[config.mk]
export PLATFORM = sky130hd
export DESIGN_NAME = lkarb_top
export DESIGN_NICKNAME = d
export VERILOG_FILES = /design/src/rtl/lkarb_pkg.sv /design/src/rtl/lkarb_classify.sv /design/src/rtl/lkarb_rr.sv /design/src/rtl/lkarb_ctrl.sv /design/src/rtl/lkarb_top.sv
export SDC_FILE = /design/constraint.sdc
export NUM_CORES = 1
export LEC_CHECK = 0
export BUFFER_PORTS_ARGS = -buffer_cell sky130_fd_sc_hd__buf_2
export CORE_MARGIN = 1.5
export CORE_UTILIZATION = 30
export DETAILED_ROUTE_END_ITERATION = 8
export PLACE_DENSITY_LB_ADDON = 0.3
export SLEW_MARGIN = 20
export SYNTH_ARGS = -nofsm -noshare
export SYNTH_HDL_FRONTEND = slang
export SYNTH_SLANG_ARGS = --single-unit
[constraint.sdc]
create_clock -name clk -period 1.9 [get_ports clk]
set_input_delay 0.19 -clock clk [delete_from_list [all_inputs] [get_ports clk]]
set_output_delay 0.19 -clock clk [all_outputs]
set_load 0.02 [all_outputs]
[src/rtl/lkarb_pkg.sv]
// Package: shared types for the locked access arbiter.
// Assumes: nothing beyond the 1800-2017 type system.
package lkarb_pkg;

    // Sequencer state: idle, plain transfer, locked read phase, locked write phase
    typedef enum logic [1:0] {
        ST_IDLE = 2'd0,
        ST_XFER = 2'd1,
        ST_RD   = 2'd2,
        ST_WR   = 2'd3
    } arb_state_t;

endpackage

[src/rtl/lkarb_classify.sv]
// Module: lkarb_classify
// Sorts one requester's request as plain, cache-locked or bus-locked.
// Also decides whether the request may compete for the bus this cycle.
// Assumes: sizes are byte counts and the line is 2**LINE_LOG2 bytes.
module lkarb_classify #(
    parameter int AW        = 32,
    parameter int SZW       = 5,
    parameter int LINE_LOG2 = 6
) (
    input  logic [AW-1:0]  addr,
    input  logic [SZW-1:0] size,
    input  logic           valid,
    input  logic           wb,
    input  logic           lock_flag,
    input  logic           xchg,
    input  logic           drained,
    output logic           is_locked,
    output logic           need_bus_lock,
    output logic           eligible
);
    localparam int LINE_BYTES = 1 << LINE_LOG2;
    localparam int EW = ((LINE_LOG2 > SZW) ? LINE_LOG2 : SZW) + 2;

    logic [LINE_LOG2-1:0] offset;
    logic [EW-1:0]        end_sum;
    logic                 crosses;
    logic                 unused_addr_hi;

    assign offset         = addr[LINE_LOG2-1:0];
    assign unused_addr_hi = ^addr[AW-1:LINE_LOG2];

    // Line-crossing test: the offset plus the size runs past the end of the line
    always_comb begin
        end_sum = EW'(offset) + EW'(size);
        crosses = end_sum > EW'(LINE_BYTES);
    end

    // Lock kind: an exchange is locked regardless of its flag
    always_comb begin
        is_locked     = lock_flag | xchg;
        need_bus_lock = is_locked & ~(wb & ~crosses);
    end

    // Eligibility: a locked request waits for its write buffer to drain
    always_comb begin
        eligible = valid & (~is_locked | drained);
    end
endmodule

[src/rtl/lkarb_rr.sv]
// Module: lkarb_rr
// Round-robin picker. Searches from the requester after the last winner.
// Assumes: 'take' is high only when the picked winner is actually granted.
module lkarb_rr #(
    parameter int N  = 4,
    parameter int IW = (N > 1) ? $clog2(N) : 1
) (
    input  logic          clk,
    input  logic          rst_n,
    input  logic [N-1:0]  elig,
    input  logic          take,
    output logic          found,
    output logic [IW-1:0] win
);
    logic [IW-1:0] last_q;

    // Cyclic search for the first eligible requester after last_q
    always_comb begin
        int            idx;
        logic [IW-1:0] idx_w;
        found = 1'b0;
        win   = '0;
        for (int k = 1; k <= N; k++) begin
            idx   = (int'(last_q) + k) % N;
            idx_w = IW'(idx);
            if (!found && elig[idx_w]) begin
                found = 1'b1;
                win   = idx_w;
            end
        end
    end

    // Pointer update: remember who won, so requester 0 leads after reset
    always_ff @(posedge clk) begin
        if (!rst_n)
            last_q <= IW'(N - 1);
        else if (take)
            last_q <= win;
    end

    // a granted winner was eligible when it was picked
    a_r9_win_eligible: assert property (@(posedge clk) disable iff (!rst_n)
        take |-> found && elig[win]);
endmodule

[src/rtl/lkarb_ctrl.sv]
// Module: lkarb_ctrl
// Grant sequencer. Holds one owner through a plain transfer or through the
// read and write phases of a locked sequence, and drives the lock output.
// Assumes: bus_done pulses once for each completed bus phase of the owner.
module lkarb_ctrl
    import lkarb_pkg::*;
#(
    parameter int N  = 4,
    parameter int IW = (N > 1) ? $clog2(N) : 1
) (
    input  logic          clk,
    input  logic          rst_n,
    input  logic          found,
    input  logic [IW-1:0] win,
    input  logic [N-1:0]  locked_vec,
    input  logic [N-1:0]  buslock_vec,
    input  logic          bus_done,
    output logic          take,
    output logic [N-1:0]  gnt,
    output logic          bus_lock,
    output logic          atomic_op,
    output logic          rmw_write
);
    arb_state_t    state_q;
    logic [IW-1:0] owner_q;
    logic          lock_q;
    logic          atom_q;

    assign take      = (state_q == ST_IDLE) && found;
    assign bus_lock  = lock_q;
    assign atomic_op = atom_q;
    assign rmw_write = (state_q == ST_WR);

    // Grant decode: one-hot owner whenever a sequence is active
    always_comb begin
        gnt = '0;
        if (state_q != ST_IDLE)
            gnt[owner_q] = 1'b1;
    end

    // Sequencer: accept a winner in idle, then step through its phases
    always_ff @(posedge clk) begin
        if (!rst_n) begin
            state_q <= ST_IDLE;
            owner_q <= '0;
            lock_q  <= 1'b0;
            atom_q  <= 1'b0;
        end else begin
            case (state_q)
                ST_IDLE: begin
                    if (found) begin
                        owner_q <= win;
                        atom_q  <= locked_vec[win];
                        lock_q  <= buslock_vec[win];
                        state_q <= locked_vec[win] ? ST_RD : ST_XFER;
                    end
                end
                ST_XFER: begin
                    if (bus_done)
                        state_q <= ST_IDLE;
                end
                ST_RD: begin
                    if (bus_done)
                        state_q <= ST_WR;
                end
                ST_WR: begin
                    if (bus_done) begin
                        state_q <= ST_IDLE;
                        lock_q  <= 1'b0;
                        atom_q  <= 1'b0;
                    end
                end
                default: state_q <= ST_IDLE;
            endcase
        end
    end

    // never more than one owner
    a_r11_one_grant: assert property (@(posedge clk) disable iff (!rst_n)
        $onehot0(gnt));

    // the grant cannot move while the bus lock is held
    a_r7_lock_holds_grant: assert property (@(posedge clk) disable iff (!rst_n)
        (bus_lock && $past(bus_lock)) |-> $stable(gnt));

    // the write-phase completion frees the lock and the bus next cycle
    a_r8_release: assert property (@(posedge clk) disable iff (!rst_n)
        (rmw_write && bus_done) |=> (!bus_lock && !atomic_op && gnt == '0));

    // a plain transfer leaves one idle cycle after completion
    a_r10_idle_gap: assert property (@(posedge clk) disable iff (!rst_n)
        (gnt != '0 && !atomic_op && bus_done) |=> gnt == '0);

    // a held lock always belongs to an active locked owner
    a_r3_lock_owned: assert property (@(posedge clk) disable iff (!rst_n)
        bus_lock |-> (atomic_op && gnt != '0));
endmodule

[src/rtl/lkarb_top.sv]
// Module: lkarb_top
// Bus arbiter with locked read-modify-write support. Each requester gets a
// classifier, one picker chooses the next owner, and a sequencer holds it.
// Assumes: requests stay steady until granted; attributes are captured then.
module lkarb_top #(
    parameter int N         = 4,
    parameter int AW        = 32,
    parameter int SZW       = 5,
    parameter int LINE_LOG2 = 6
) (
    input  logic             clk,
    input  logic             rst_n,
    input  logic [N-1:0]     req_valid,
    input  logic [N*AW-1:0]  req_addr,
    input  logic [N*SZW-1:0] req_size,
    input  logic [N-1:0]     req_wb,
    input  logic [N-1:0]     req_lock,
    input  logic [N-1:0]     req_xchg,
    input  logic [N-1:0]     wbuf_empty,
    input  logic             bus_done,
    output logic [N-1:0]     gnt,
    output logic             bus_lock,
    output logic             atomic_op,
    output logic             rmw_write
);
    localparam int IW = (N > 1) ? $clog2(N) : 1;

    logic [N-1:0]  locked_vec;
    logic [N-1:0]  buslock_vec;
    logic [N-1:0]  elig_vec;
    logic          found;
    logic [IW-1:0] win;
    logic          take;

    // One classifier per requester
    for (genvar i = 0; i < N; i++) begin : g_cls
        lkarb_classify #(
            .AW(AW), .SZW(SZW), .LINE_LOG2(LINE_LOG2)
        ) u_cls (
            .addr          (req_addr[i*AW +: AW]),
            .size          (req_size[i*SZW +: SZW]),
            .valid         (req_valid[i]),
            .wb            (req_wb[i]),
            .lock_flag     (req_lock[i]),
            .xchg          (req_xchg[i]),
            .drained       (wbuf_empty[i]),
            .is_locked     (locked_vec[i]),
            .need_bus_lock (buslock_vec[i]),
            .eligible      (elig_vec[i])
        );
    end

    lkarb_rr #(.N(N), .IW(IW)) u_rr (
        .clk   (clk),
        .rst_n (rst_n),
        .elig  (elig_vec),
        .take  (take),
        .found (found),
        .win   (win)
    );

    lkarb_ctrl #(.N(N), .IW(IW)) u_ctrl (
        .clk         (clk),
        .rst_n       (rst_n),
        .found       (found),
        .win         (win),
        .locked_vec  (locked_vec),
        .buslock_vec (buslock_vec),
        .bus_done    (bus_done),
        .take        (take),
        .gnt         (gnt),
        .bus_lock    (bus_lock),
        .atomic_op   (atomic_op),
        .rmw_write   (rmw_write)
    );

    // a fresh locked grant went to a requester whose writes had drained
    a_r6_drained_first: assert property (@(posedge clk) disable iff (!rst_n)
        (gnt != '0 && $past(gnt) == '0 && atomic_op) |-> (($past(wbuf_empty) & gnt) != '0));
endmodule

# [After elaboration in Yosys (flattened, before gate mapping)]
# Index checks and enable logic that the tools add are counted.
[totals] reg_bits=8 input_bits=171 wordCells=111 out_inout_bits=7
[op_classes] eq_ne=7 muxes=33 n_addsub=8 bitwise=32 n_reduce_logical=15 n_lt_le_gt_ge=11
[op_table] cell="$gt 8x7->1 const B" count=4
[op_table] cell="$add 6x5->7" count=4
[op_table] cell="$lt 2x3->1 const B" count=6
[op_table] cell="$mux 2" count=8
[op_table] cell="$mux 1" count=14
[op_table] cell="$and 1x1->1" count=12
[op_table] cell="$bmux 1 s2" count=6
[op_table] cell="$not 1->1" count=12
[op_table] cell="$or 1x1->1" count=8
[op_table] cell="$pmux 2 s3" count=1
[op_table] cell="$reduce_and 3->1" count=2
[op_table] cell="$logic_and 1x1->1" count=5
[op_table] cell="$add 2x1->2 const B" count=2
[op_table] cell="$add 2x2->2 const B" count=2
[op_table] cell="$eq 2x2->1 const B" count=2
[op_table] cell="$mux 4" count=1
[op_table] cell="$ne 2x1->1 const B" count=2
[op_table] cell="$ne 2x2->1 const B" count=2
[op_table] cell="$pmux 1 s2" count=2
[op_table] cell="$reduce_bool 2->1" count=2
[op_table] cell="$logic_not 1->1" count=3
[op_table] cell="$demux 1 s2" count=1
[op_table] cell="$eq 2x1->1 const B" count=1
[op_table] cell="$ge 2x1->1 const B" count=1
[op_table] cell="3 further kinds" count=3

# [Longest topological paths before layout]
# Gate-level depths: netlist of the first run.
[logic_depth] word_depth=21 mapped_depth=10 depth_no_buf=10

# [Cells and area by module]
# A second synthesis of the first run with hierarchy kept.
[hier_totals] hier_cells=174 area_unflattened_um2=1438.9
[modules_own_cells] mod="lkarb_classify" instances=4 seq_area_each_um2=0.0 area_each_um2=231.5 cells_each=30
[modules_own_cells] mod="lkarb_ctrl" instances=1 seq_area_each_um2=120.1 area_each_um2=332.8 cells_each=31
[modules_own_cells] mod="lkarb_rr" instances=1 seq_area_each_um2=40.0 area_each_um2=180.2 cells_each=23

# [Least setup slack after synthesis of the first run]
# Ideal clock, no wire load.
[synth_path] kind="input port to flip-flop" startpoint="input req_addr[0]" endpoint="register u_ctrl.lock_q, in the netlist u_ctrl.bus_lock" path_buffers=0 setup_time_ns=0.136 slack_ns=-0.086 required_time_ns=1.764 t_arrival_ns=1.850 cell_stages=10 cell_sequence="ha_1 inv_1 fa_1 xor2_1 nand3b_1 or4_1 o21ai_1 o21ai_1 a32oi_1 o211ai_1"
[synth_between] elab_chain_len=10
[synth_rtl] item="start: declaration" line_no="lkarb_top.sv:14" text="input logic [N*AW-1:0] req_addr,"
[synth_rtl] item="$add 6x5->7" line_no="lkarb_classify.sv:34" text="end_sum = EW'(offset) + EW'(size);"
[synth_rtl] item="$gt 8x7->1" line_no="lkarb_classify.sv:35" text="crosses = end_sum > EW'(LINE_BYTES);"
[synth_rtl] item="$not 1->1" line_no="lkarb_classify.sv:41" text="need_bus_lock = is_locked & ~(wb & ~crosses);"
[synth_rtl] item="$and 1x1->1" line_no="lkarb_classify.sv:41"
[synth_rtl] item="$not 1->1" line_no="lkarb_classify.sv:41"
[synth_rtl] item="$and 1x1->1" line_no="lkarb_classify.sv:41"
[synth_rtl] item="$bmux 1 s2" line_no="lkarb_ctrl.sv:54" text="lock_q <= buslock_vec[win];"
[synth_rtl] item="$mux 1 (not written as such)" line_no="lkarb_ctrl.sv:54"
[synth_rtl] item="$mux 1" line_no="lkarb_ctrl.sv:51" text="if (found) begin"
[synth_rtl] item="$pmux 1 s2" line_no="lkarb_ctrl.sv:49" text="case (state_q)"
[synth_rtl] item="end signal: assignment" line_no="lkarb_ctrl.sv:54"
[synth_rtl] item="end: declaration" line_no="lkarb_ctrl.sv:26" text="logic lock_q;"
# Every way passes these cells. The select of a mux whose other input is x is not followed.
# A chain may end at the register's enable or synchronous reset.

# [Worst setup path after layout of the first run]
# Ends and elaborated chain as after synthesis.

==> run_results.csv, run 1 <==
group,metric,value,unit
status,status,"finished, final reports clean",
setup_path,path_max_fanout,2,
timing,fin_worst_skew,0.00460,ns
final_layout,final_cells,343,
timing,setup_violations,0,
logic_synthesis,synth-adder-area-share,0.225,
setup_path,crit_cells,10,
power_and_ir_drop,leakagePower,1.05,nW
floorplan,coreArea,0.00472,mm^2
global_route,use_met3,0.0732,
timing,relSlewSlack,0.741,
placement,dpl.hpwl,3540,um
detailed_routing,totalWireLength,3920,um
setup_path,crit_required,1.99,ns
global_route,top_usage_layer,"met2",
setup_path,start_kind,"primary input",
floorplan,die_h,72.9,um
logic_synthesis,ys_seq_area_frac,0.109,
final_layout,nFillCells,493,
hold_path,hp-class,"in2reg",
detailed_routing,drc,0,
detailed_routing,vias_per_cell,4.90,
global_route,gr-usage-all-layers,0.151,
final_layout,post-route-util,0.440,
floorplan,pin_count,178,
clock_tree,cts_buffer_depth,2,
clock_tree,cts_tree,"done",
final_layout,diodes,0,
logic_synthesis,async_flop_share,0,
setup_path,r2r_start,"u_rr.last_q[1]$_SDFFE_PN1P_",
global_route,use_met2,0.256,
logic_synthesis,synth_edf_count,0,
global_route,met1_usage,0.182,
clock_tree,post-cts-setup-buffers,0,
setup_path,rr_endpoint,"u_ctrl.bus_lock$_SDFFE_PN0P_",
final_layout,syn_to_final_growth,41.7,%
global_route,antenna_found_initial,0,
logic_synthesis,ys_types,53,
setup_path,crit_type,"in2reg",
logic_synthesis,synthXorXnorAreaFrac,0.0298,
timing,finalHoldViolations,0,
clock_tree,cts_made_buffers,3,
setup_path,critPathLaunch,"req_addr[0]",
job,drv_cap,0,
timing,fin_crit,1.85,ns
detailed_routing,wire_per_inst,11.4,um
setup_path,critPathCaptureType,"register",
clock_tree,clkTransAtPathRegs,0.04,ns
timing,setup_tns,0,ns
global_route,grt_start_max_net_pins,7,
detailed_routing,detail-route-antenna-nets,0,
placement,placed_cells,340,
logic_synthesis,synth_top_family_by_area,"compound AO/OA/AOI/OAI gates",
clock_tree,cts_sinks,8,
logic_synthesis,synth_simple_gate_area_share,0.233,
timing,max_freq,540,MHz
detailed_routing,first_iter_violations,59,
setup_path,worst_path_largest_cell_delay,0.51,ns
logic_synthesis,synth.mux.area_fraction,0.0443,
power_and_ir_drop,p_total,1.27,mW
setup_path,rrSetupSlack,0.20,ns
clock_tree,clk_latency,0.23,ns
logic_synthesis,netlist.area_leader.share,0.171,
final_layout,final_common_cell,"buf_2",
logic_synthesis,ys_ff_latch,8,
clock_tree,clock-root-buffer,"clkbuf_8",
setup_path,path_buf_inv,2,
power_and_ir_drop,vdd_drop_max,0.289,mV
logic_synthesis,synthFlopType,"dfxtp_1",
final_layout,drive_gt1_frac,0.380,
timing,fin_crit_sh,0.975,
logic_synthesis,synth_cells,190,
clock_tree,cts_max_level,1,
setup_path,crit_end,"u_ctrl.bus_lock$_SDFFE_PN0P_",
logic_synthesis,synth_compound_area_frac,0.318,
logic_synthesis,synth_fp_nets,385,
detailed_routing,drt-pass1-iter-count,4,
global_route,grt_pass1_wl,6520,um
floorplan,die-area,0.00532,mm^2
placement,io_buffer_count,73,
placement,gp_congestion,0.851,
logic_synthesis,ys_warn_count,0,
final_layout,nets,473,
setup_path,reg2regPathDepth,6,
timing,tightestPinTransition,0.379,ns
logic_synthesis,ys_top_cells_by_area,"ha_1, dfxtp_1, a21oi_1, fa_1, nor2_1",
logic_synthesis,yosysTopAreaCell,"ha_1",
timing,drv_slew,0,
clock_tree,ctsHoldBuffers,0,
detailed_routing,vias,1679,
logic_synthesis,syn_avg_cell_area,7.72,um^2
setup_path,cp.arrival,1.94,ns
timing,rsz0062_at_grt,"true",
global_route,gr-total-overflow,0,
logic_synthesis,syn_area,0.00147,mm^2
setup_path,crit_slowest_cell,"fa_2",
final_layout,final_cell_mix,"buf_2, nor2_1, ha_1",
global_route,grt_pass1_vias,1627,
floorplan,die_w,72.9,um
floorplan,initial_core_util,0.311,
floorplan,std_cell_rows,25,
power_and_ir_drop,power.density,609,mW/mm^2
setup_path,crit_chain,"buf_8, ha_4, inv_2, fa_2, nand3b_1, or4_4, o21ai_2, o21ai_1, a32oi_1, o211ai_1",
setup_path,cp_top_family,"adder cells",
-- timing repair --
| action | CTS | global route |
|---|---|---|
| resized for setup | 2 | 5 |
| pin swaps | 3 | 2 |
| endpoints found under the setup margin | 1 | 1 |
-- synth_stat cells (all sizes together), types with 2 or more instances --
library cell / number
nand2b: 3
xor2: 3
inv: 16
a211oi: 4
o211ai: 3
o21a: 2
nand2: 15
o22ai: 2
or2: 2
o41ai: 2
nand3: 6
a21oi: 16
nand3b: 2
and2: 4
fa: 4
xnor2: 2
o21bai: 4
ha: 20
o21ai: 11
nor2: 21
and3: 3
o2bb2ai: 2
dfxtp: 8
nor2b: 3
a21o: 4
nor3: 3
nor3b: 2
mux2i: 5
-- through the flow --
| stage | cell area (um^2) | hold slack, ns | worst slack, ns |
|---|---|---|---|
| floorplan | 1480 | 0.270 | 0.0339 |
| global placement | 2010 | 0.399 | -0.256 |
| detailed placement | 2010 | 0.402 | -0.292 |
| finish | 2080 | 0.165 | 0.0475 |
| CTS | 2060 | 0.163 | 0.0129 |
| global route | 2080 | 0.174 | -0.0832 |
-- report_power, final --
part	switching [mW]	total (mW)	internal (mW)
registers	0.0709	0.306	0.235
logic	0.399	0.762	0.363
clock network	0.0622	0.199	0.137
total	0.532	1.27	0.735
-- flip-flops by register name, indices dropped and copies added (netlist names) --
signal            cells
u_ctrl.owner_q        2
u_ctrl.bus_lock       1
u_ctrl.atomic_op      1
u_ctrl.state_q        2
u_rr.last_q           2
-- area by class of cell --
type	count	area, um^2	share of cell area
inverter	16	60.1	0.0289
multi-input combinational	166	1280	0.614
tap	67	83.8	0.0403
clock buffer	3	41.3	0.0199
timing repair buffer	83	457	0.220
sequential	8	160	0.0770
-- routing by layer --
metal | wire [um] | part of all wire
met1 | 1810 | 0.46
met2 | 1660 | 0.42
met3 | 437 | 0.11
met4 | 12 | 0.0031
met5 | 0 | 0
-- worst min-delay path by stage --
stage                     startpoint                          end  slack [ns]  cells past startpoint
final                          rst_n  u_rr.last_q[0]$_SDFFE_PN1P_        0.17                      2
after global routing           rst_n  u_rr.last_q[0]$_SDFFE_PN1P_        0.17                      2
after CTS                      rst_n  u_rr.last_q[0]$_SDFFE_PN1P_        0.16                      2
after detailed placement       rst_n  u_rr.last_q[0]$_SDFFE_PN1P_        0.40                      2
after global placement         rst_n  u_rr.last_q[0]$_SDFFE_PN1P_        0.40                      2
after floorplan                rst_n  u_rr.last_q[0]$_SDFFE_PN1P_        0.27                      1
-- cells by family after synthesis --
| group | after synthesis |
|---|---|
| AOI/OAI and AO/OA | 63 |
| DFF | 8 |
| and+or+nand+nor | 68 |
| adders and majority gates | 24 |
| xor gates and xnor gates | 5 |
| muxes | 6 |
| buffers and inverters | 16 |
No activity file was read; power rests on OpenSTA's default activity.
==> inputs of run 2 (changes only) <==
- SETUP_SLACK_MARGIN: unset -> 0.2
==> run 2 against run 1 <==
Against the previous run: fmax increased by 2.3%; clock power up 3%; clock skew fell by 0.0016 ns; power rose by 1.5%; largest power group unchanged.
==> run_results.csv, run 2 (synthesis results as in run 1) <==
group,metric,value,unit
setup_path,crit_type,"in2reg",
placement,gp_congestion,0.841,
final_layout,top_regs,"u_ctrl.owner_q x2, u_ctrl.state_q x2, u_rr.last_q x2",
job,drv_cap,0,
global_route,grt_start_max_net_pins,7,
floorplan,initial_core_util,0.311,
timing,tightestPinTransition,0.393,ns
final_layout,final_cell_mix,"buf_2, nor2_1, ha_1",
timing,drv_slew,0,
clock_tree,cts_tree,"done",
setup_path,crit_required,2.00,ns
placement,placed_cells,339,
timing,rsz0062_at_grt,"true",
floorplan,die_h,72.9,um
placement,io_buffer_count,73,
final_layout,final_common_cell,"buf_2",
setup_path,cp.arrival,1.91,ns
power_and_ir_drop,p_total,1.29,mW
placement,dp_slack,-0.338,ns
clock_tree,clock-root-buffer,"clkbuf_8",
detailed_routing,wire_per_inst,11.6,um
detailed_routing,vias,1707,
global_route,grt_pass1_vias,1593,
clock_tree,cts_buffer_depth,2,
clock_tree,cts_max_level,1,
placement,dpl.hpwl,3520,um
timing,hold_ws,0.153,ns
detailed_routing,detail-route-antenna-nets,0,
timing,fin_worst_skew,0.00302,ns
status,status,"finished, final reports clean",
setup_path,critPathCaptureType,"register",
floorplan,die-area,0.00532,mm^2
timing,setup_violations,0,
global_route,antenna_found_initial,0,
timing,max_freq,552,MHz
global_route,grt_pass1_wl,6480,um
final_layout,final_cells,343,
final_layout,nets,473,
clock_tree,ctsHoldBuffers,0,
detailed_routing,totalWireLength,3990,um
power_and_ir_drop,power.density,608,mW/mm^2
timing,relSlewSlack,0.736,
detailed_routing,drc,0,
clock_tree,clk_latency,0.23,ns
power_and_ir_drop,vdd_drop_max,0.219,mV
timing,fin_crit,1.81,ns
floorplan,std_cell_rows,25,
global_route,gr-total-overflow,0,
floorplan,coreArea,0.00472,mm^2
final_layout,syn_to_final_growth,44.0,%
global_route,gr-usage-all-layers,0.156,
timing,finalHoldViolations,0,
clock_tree,clkTransAtPathRegs,0.04,ns
clock_tree,cts_sinks,8,
detailed_routing,vias_per_cell,4.98,
timing,worst_slack,0.0885,ns
detailed_routing,first_iter_violations,35,
detailed_routing,drt-pass1-iter-count,4,
floorplan,die_w,72.9,um
clock_tree,cts_made_buffers,3,
setup_path,start_kind,"primary input",
final_layout,drive_gt1_frac,0.399,
final_layout,diodes,0,
setup_path,path_max_fanout,2,
timing,fin_crit_sh,0.953,
floorplan,pin_count,178,
hold_path,hp-class,"in2reg",
final_layout,post-route-util,0.447,
power_and_ir_drop,leakagePower,1.06,nW
[run 2: cell counts in the layout (fill, tap and decap cells not counted)]
No cell type changed its count.
[run 2: cell type report]
cell class                 count  area (um^2)
fill                         493         2610
sequential                     8          163
multi-input combinational    166         1310
timing repair buffer          83          453
tap                           67         83.8
clock buffer                   3         41.3
inverter                      16         60.1
[run 2: layer usage]
metal | vias to the layer above | GRT usage | share of wire | routed length [um]
met1 | 760 | 0.182 | 0.45 | 1800
met3 | 5 | 0.0635 | 0.10 | 414
met5 | - | 0 | 0 | 0
met4 | 0 | 0.0503 | 0.013 | 52
met2 | 63 | 0.261 | 0.43 | 1730
li1 | 879 | - | - | -
[run 2: worst max-delay path: stages]
cell	delay, ns
buf_2	0.10
ha_4	0.13
inv_1	0.05
fa_2	0.51
nand3b_1	0.09
or4_1	0.40
o21ai_1	0.13
o21ai_1	0.07
a32oi_1	0.15
o211ai_1	0.09
[run 2: path summary, 6_finish.rpt]
kind / slack, ns / cells after the start / end / start
worst max-delay path: 0.09 / 10 / u_ctrl.bus_lock$_SDFFE_PN0P_ / req_addr[0]
worst min-delay path: 0.15 / 2 / u_rr.last_q[0]$_SDFFE_PN1P_ / rst_n
worst max register to register: 0.27 / 6 / u_ctrl.bus_lock$_SDFFE_PN0P_ / u_rr.last_q[1]$_SDFFE_PN1P_
worst min register to register: 0.45 / 2 / u_ctrl.atomic_op$_SDFFE_PN0P_ / u_ctrl.atomic_op$_SDFFE_PN0P_
[run 2: what timing repair did]
| item | 4_1_cts | 5_1_grt |
|---|---|---|
| hold endpoints to repair | 0 | 0 |
| gates resized for setup | 11 | 3 |
| setup endpoints to repair | 1 | 4 |
| buffers inserted | 1 | 0 |
| pin swaps | 9 | 2 |
[run 2: metrics by stage]
| step | cell area (um^2) | setup TNS [ns] |
|---|---|---|
| finish | 2110 | 0 |
| detailed placement | 2000 | -0.338 |
| global route | 2110 | 0 |
| CTS | 2110 | 0 |
| global placement | 2000 | -0.245 |
| floorplan | 1480 | 0 |
[run 2: power breakdown]
part,switching (mW),internal [mW]
clock network,0.0675,0.137
logic,0.405,0.369
registers,0.0685,0.239
